$ cat config.mk
export PLATFORM = sky130hd
export DESIGN_NAME = sc_char_tx
export DESIGN_NICKNAME = d
export VERILOG_FILES = /design/src/rtl/sc_tx_pkg.sv /design/src/rtl/sc_etu_timer.sv /design/src/rtl/sc_tx_status.sv /design/src/rtl/sc_tx_seq.sv /design/src/rtl/sc_char_tx.sv
export SDC_FILE = /design/constraint.sdc
export NUM_CORES = 1
export LEC_CHECK = 0
export BUFFER_PORTS_ARGS = -buffer_cell sky130_fd_sc_hd__buf_4
export CORE_MARGIN = 5
export CORE_UTILIZATION = 45
export DETAILED_ROUTE_END_ITERATION = 10
export PLACE_DENSITY = 0.66
export SLEW_MARGIN = 5
export SYNTH_ARGS = -nofsm -noshare
export SYNTH_HDL_FRONTEND = slang
export SYNTH_HIERARCHICAL = 1
export SYNTH_SLANG_ARGS = --single-unit
$ cat constraint.sdc
create_clock -name clk_i -period 3.7 [get_ports clk_i]
set_input_delay 0.37 -clock clk_i [delete_from_list [all_inputs] [get_ports clk_i]]
set_output_delay 0.37 -clock clk_i [all_outputs]
set_load 0.01 [all_outputs]
$ cat src/rtl/sc_tx_pkg.sv
package sc_tx_pkg;
  typedef enum logic [1:0] {
    ST_IDLE  = 2'd0,
    ST_FRAME = 2'd1,
    ST_HOLD  = 2'd2,
    ST_GAP   = 2'd3
  } tx_state_e;

  localparam int unsigned LAST_DRIVEN = 9;   // parity ETU
  localparam int unsigned ERR_ETU     = 10;  // rejection sample ETU
  localparam int unsigned LAST_ETU    = 11;  // second released ETU
  localparam int unsigned GAP_ETUS    = 2;

  function automatic logic even_par(input logic [7:0] d);
    return ^d;
  endfunction
endpackage

$ cat src/rtl/sc_etu_timer.sv
module sc_etu_timer #(
  parameter int unsigned ETU_CYC = 372
) (
  input  logic clk_i,
  input  logic rst_ni,
  input  logic clr_i,
  output logic mid_o,
  output logic end_o
);
  localparam int unsigned CW   = (ETU_CYC > 2) ? $clog2(ETU_CYC) : 2;
  localparam int unsigned HALF = ETU_CYC / 2;

  logic [CW-1:0] cnt_q;

  always_ff @(posedge clk_i or negedge rst_ni) begin
    if (!rst_ni)      cnt_q <= '0;
    else if (clr_i)   cnt_q <= '0;
    else if (end_o)   cnt_q <= '0;
    else              cnt_q <= cnt_q + 1'b1;
  end

  assign end_o = (cnt_q == CW'(ETU_CYC - 1));
  assign mid_o = (cnt_q == CW'(HALF));
endmodule

$ cat src/rtl/sc_tx_status.sv
module sc_tx_status (
  input  logic       clk_i,
  input  logic       rst_ni,
  input  logic       wr_i,
  input  logic [7:0] wr_data_i,
  input  logic       err_clr_i,
  input  logic       done_ok_i,
  input  logic       err_hit_i,
  input  logic       give_up_i,
  output logic [7:0] data_o,
  output logic       tdre_o,
  output logic       tend_o,
  output logic       err_o,
  output logic       ovf_o
);
  always_ff @(posedge clk_i or negedge rst_ni) begin
    if (!rst_ni) begin
      data_o <= '0;
      tdre_o <= 1'b1;
      tend_o <= 1'b0;
      err_o  <= 1'b0;
      ovf_o  <= 1'b0;
    end else begin
      if (wr_i && tdre_o) begin
        data_o <= wr_data_i;
        tdre_o <= 1'b0;
        tend_o <= 1'b0;
      end else if (done_ok_i) begin
        tdre_o <= 1'b1;
        tend_o <= 1'b1;
      end else if (give_up_i) begin
        tdre_o <= 1'b1;
      end
      // set beats clear
      if (err_hit_i)      err_o <= 1'b1;
      else if (err_clr_i) err_o <= 1'b0;
      if (give_up_i)      ovf_o <= 1'b1;
      else if (err_clr_i) ovf_o <= 1'b0;
    end
  end
endmodule

$ cat src/rtl/sc_tx_seq.sv
module sc_tx_seq
  import sc_tx_pkg::*;
#(
  parameter int unsigned MAX_RETRY = 4
) (
  input  logic       clk_i,
  input  logic       rst_ni,
  input  logic       pend_i,
  input  logic [7:0] data_i,
  input  logic       io_i,
  input  logic       mid_i,
  input  logic       end_i,
  output logic       timer_clr_o,
  output logic       io_o,
  output logic       io_oe_o,
  output logic       done_ok_o,
  output logic       err_hit_o,
  output logic       give_up_o
);
  localparam int unsigned RW = $clog2(MAX_RETRY + 2);

  tx_state_e     state_q;
  logic [3:0]    idx_q;
  logic [9:0]    shreg_q;
  logic          err_seen_q;
  logic [RW-1:0] retry_q;

  logic in_frame, at_err_etu, last_gap, retry_full;

  assign in_frame   = (state_q == ST_FRAME);
  assign at_err_etu = (idx_q == 4'(ERR_ETU));
  assign last_gap   = (state_q == ST_GAP) && end_i && (idx_q == 4'(GAP_ETUS - 1));
  assign retry_full = (retry_q == RW'(MAX_RETRY));

  always_ff @(posedge clk_i or negedge rst_ni) begin
    if (!rst_ni) begin
      state_q    <= ST_IDLE;
      idx_q      <= '0;
      shreg_q    <= '1;
      err_seen_q <= 1'b0;
      retry_q    <= '0;
    end else begin
      case (state_q)
        ST_IDLE: if (pend_i) begin
          state_q    <= ST_FRAME;
          idx_q      <= '0;
          shreg_q    <= {even_par(data_i), data_i, 1'b0};
          err_seen_q <= 1'b0;
          retry_q    <= '0;
        end
        ST_FRAME: begin
          if (mid_i && at_err_etu) err_seen_q <= ~io_i;
          if (end_i) begin
            if (idx_q <= 4'(LAST_DRIVEN)) shreg_q <= {1'b1, shreg_q[9:1]};
            if (at_err_etu && err_seen_q)           state_q <= ST_HOLD;
            else if (idx_q == 4'(LAST_ETU))         state_q <= ST_IDLE;
            else                                    idx_q   <= idx_q + 1'b1;
          end
        end
        ST_HOLD: if (io_i) begin
          state_q <= ST_GAP;
          idx_q   <= '0;
        end
        ST_GAP: if (end_i) begin
          if (last_gap) begin
            if (retry_full) begin
              state_q <= ST_IDLE;
            end else begin
              retry_q    <= retry_q + 1'b1;
              state_q    <= ST_FRAME;
              idx_q      <= '0;
              shreg_q    <= {even_par(data_i), data_i, 1'b0};
              err_seen_q <= 1'b0;
            end
          end else begin
            idx_q <= idx_q + 1'b1;
          end
        end
        default: state_q <= ST_IDLE;
      endcase
    end
  end

  assign timer_clr_o = (state_q == ST_IDLE) || (state_q == ST_HOLD);
  assign io_oe_o     = (state_q == ST_IDLE) || (in_frame && idx_q <= 4'(LAST_DRIVEN));
  assign io_o        = in_frame ? shreg_q[0] : 1'b1;
  assign done_ok_o   = in_frame && end_i && (idx_q == 4'(LAST_ETU));
  assign err_hit_o   = in_frame && mid_i && at_err_etu && !io_i;
  assign give_up_o   = last_gap && retry_full;
endmodule

$ cat src/rtl/sc_char_tx.sv
module sc_char_tx #(
  parameter int unsigned ETU_CYC   = 372,
  parameter int unsigned MAX_RETRY = 4
) (
  input  logic       clk_i,
  input  logic       rst_ni,
  input  logic       wr_i,
  input  logic [7:0] wr_data_i,
  input  logic       err_clr_i,
  input  logic       tie_i,
  input  logic       rie_i,
  input  logic       io_i,
  output logic       io_o,
  output logic       io_oe_o,
  output logic       tdre_o,
  output logic       tend_o,
  output logic       err_o,
  output logic       retry_ovf_o,
  output logic       txi_o,
  output logic       eri_o
);
  logic       t_clr, t_mid, t_end;
  logic       done_ok, err_hit, give_up;
  logic [7:0] data_q;

  sc_etu_timer #(.ETU_CYC(ETU_CYC)) u_timer (
    .clk_i(clk_i), .rst_ni(rst_ni), .clr_i(t_clr),
    .mid_o(t_mid), .end_o(t_end)
  );

  sc_tx_status u_status (
    .clk_i(clk_i), .rst_ni(rst_ni),
    .wr_i(wr_i), .wr_data_i(wr_data_i), .err_clr_i(err_clr_i),
    .done_ok_i(done_ok), .err_hit_i(err_hit), .give_up_i(give_up),
    .data_o(data_q), .tdre_o(tdre_o), .tend_o(tend_o),
    .err_o(err_o), .ovf_o(retry_ovf_o)
  );

  sc_tx_seq #(.MAX_RETRY(MAX_RETRY)) u_seq (
    .clk_i(clk_i), .rst_ni(rst_ni),
    .pend_i(~tdre_o), .data_i(data_q), .io_i(io_i),
    .mid_i(t_mid), .end_i(t_end), .timer_clr_o(t_clr),
    .io_o(io_o), .io_oe_o(io_oe_o),
    .done_ok_o(done_ok), .err_hit_o(err_hit), .give_up_o(give_up)
  );

  assign txi_o = tie_i & tend_o;
  assign eri_o = rie_i & err_o;
endmodule

==> qor.yml <==
run_status:
  status: "completed"
setup_path:
  crit_start: "u_timer/cnt_q[0]"
  rrSetupSlack_ns: 1.25
  crit_arrival_ns: 2.63
  r2r_cells: 7
  worstPathRequired_ns: 3.88
  cp-end-kind: "flop"
  endpoint: "u_seq/idx_q[3]"
  cp_max_fo: 6
  path_class: "flop to flop"
  startpoint_type: "flop"
  crit-reg2reg-capture: "u_seq/idx_q[3]"
  timing.rr.start: "u_timer/cnt_q[0]"
cells_and_area:
  final_common_cell: "dfrtp_1"
  diodes: 0
  drive_gt1_frac: 0.327
  stdcell_count: 290
  mostFrequentLayoutCells: "dfrtp_1 (30), mux2_2 (24), buf_4 (22), inv_1 (13), dfstp_2 (11)"
  area_growth_pct: 13.2
  multi_input_area_sq_um: 1110
  fill_cells: 426
  nets: 245
  fin_util: 0.530
  final_area_sq_um: 2540
  seqCellArea_sq_um: 1040
global_routing:
  grt_pass1_wl_um: 6970
  grt_max_degree: 42
  overflow: 0
  grt_pass1_vias: 1480
  grtUsageTotal: 0.139
  grt_antenna_before_repair: 0
min_path:
  min_path_type: "input pin to asynchronous set/reset pin"
clock_network:
  clk_pin_slew_ns: 0.08
  cts_root_buf: "clkbuf_8"
  cts_hold_buf: 0
  post_cts.repair.setup_buffers: 0
  cts_resized: 0
  cts_buffer_depth: 2
  clkSinkCount: 41
  clk_latency_ns: 0.30
  cts_tree: "done"
  cts_buffers: 5
  htree_levels: 2
floorplan:
  dieHeight_um: 80.6
  die_area_sq_um: 6490
  rows: 25
  dieWidth_um: 80.6
  initial_core_util: 0.468
  io_pins: 23
  coreArea_sq_um: 4790
drt:
  drc_errors: 0
  wl_um: 4140
  via_per_inst: 5.34
  ant_nets: 0
  vias: 1550
  drt_iter0_drc: 114
  wl_per_cell_um: 14.3
  first_pass_iters: 4
logic_synthesis:
  ys_seq_area_frac: 0.464
  synthFlopType: "dfrtp_1"
  synth.avg_cell_area_sq_um: 11.3
  yosys_register_bits: 41
  syn_area_sq_um: 2240
  syn_nets: 222
  syn_inst: 199
  synth_edf_count: 0
  yosysWarnings: 6
  synth_cell_type_count: 54
  async_flop_share: 1.00
timing:
  worstMarginPinSlew_ns: 0.560
  setup_viol: 0
  hold_ws_ns: 0.0312
  period_share: 0.662
  clock_skew_ns: 0.00646
  rsz0062_at_grt: "false"
  maxClockFrequency_ghz: 0.408
  min_period_ns: 2.45
  max-slew-margin-rel: 0.627
  maxSlewViolCount: 0
  setup-tns-final_ns: 0
  hold_viol: 0
power_and_ir_drop:
  power.internal_mw: 0.591
  p_seq_frac: 0.587
  p_clk_frac: 0.387
  leakage_nw: 1.12
  ir_drop_mv: 0.178
  power_density_nw_per_um2: 301
  switching_share: 0.226
  p_switching_mw: 0.173
  pwr-share-comb: 0.026
place:
  placed_area_sq_um: 2450
  dp_hpwl_um: 2980
  place_inst: 282
  gp_congestion: 0.807
  port_buffers: 22
run:
  max-cap-violations: 0
synth_stat cells, types with 4 or more instances:
cell,number,area share
nor3_1,6,0.013
a21oi_1,5,0.011
a31oi_1,4,0.011
o21ai_0,5,0.011
xnor2_1,8,0.031
ha_1,8,0.045
nand3_1,7,0.016
nand2_1,9,0.015
mux2_2,24,0.12
dfrtp_1,30,0.33
a21o_1,4,0.013
inv_1,13,0.022
dfstp_2,11,0.13
and3_1,4,0.011
nor2_1,8,0.013
worst min-delay path by stage:
stage	slack [ns]	end	depth (start not counted)
after floorplan	0.07	asynchronous set/reset pin	0
after global placement	0.39	u_timer/cnt_q[5]	1
after detailed placement	0.39	u_timer/cnt_q[5]	1
after CTS	0.06	u_seq/idx_q[1]	1
after global routing	0.09	u_seq/retry_q[0]	1
final	0.03	u_timer/cnt_q[5]	1
cells by family (layout without fill, tap and decap cells):
| group | count (synthesis) | in the layout | synth area share |
|---|---|---|---|
| muxes | 28 | 28 | 0.139 |
| buffers and inverters | 19 | 43 | 0.0396 |
| adders and majority gates | 8 | 8 | 0.0446 |
| DFF | 41 | 41 | 0.464 |
| xor gates and xnor gates | 10 | 10 | 0.0391 |
| AOI/OAI and AO/OA | 37 | 37 | 0.116 |
| and+or+nand+nor | 56 | 56 | 0.158 |
layer usage:
layer,global-route usage,share of wire,vias up
met4,0.0439,0.013,0
met2,0.223,0.48,24
met5,0,0,-
met1,0.183,0.46,761
li1,-,-,758
met3,0.0370,0.042,7
state kept, by name, summed over array words and instances, names as in the netlist, 3 cells and up, named ones only:
| register | count |
|---|---|
| u_seq/idx_q | 4 |
| u_seq/retry_q | 3 |
| u_seq/shreg_q | 10 |
| u_status/data_o | 8 |
| u_timer/cnt_q | 9 |
critical path: stages, from the launching register on:
cell and delay (ns):
dfrtp_1 0.44, ha_1 0.25, and4_1 0.27, and3_1 0.25, nor4bb_4 0.37, a21oi_1 0.17
a2111oi_0 0.45, o22ai_1 0.13
final cells by class:
| cell class | instances | area share |
|---|---|---|
| sequential | 41 | 0.410 |
| clock buffer | 6 | 0.0286 |
| timing repair buffer | 22 | 0.0651 |
| inverter | 13 | 0.0192 |
| tap | 67 | 0.0330 |
| multi-input combinational | 139 | 0.439 |
| clock inverter | 2 | 0.00591 |
power groups by stage:
stage          Combinational [mW]  Sequential [mW]  Clock [mW]
6_report                   0.0198            0.448       0.295
5_1_grt                    0.0233            0.448       0.329
4_1_cts                    0.0210            0.448       0.304
3_5_place_dp               0.0210            0.457           0
3_3_place_gp               0.0211            0.457           0
2_1_floorplan            0.000445            0.457           0
stage by stage:
stage                     power (mW)  worst slack [ns]
final                          0.763              1.25
after global placement         0.478              1.38
after global routing           0.800              1.16
after CTS                      0.773              1.30
after detailed placement       0.478              1.31
after floorplan                0.457              1.44
Note: power is estimated with default switching activity, not from simulation.
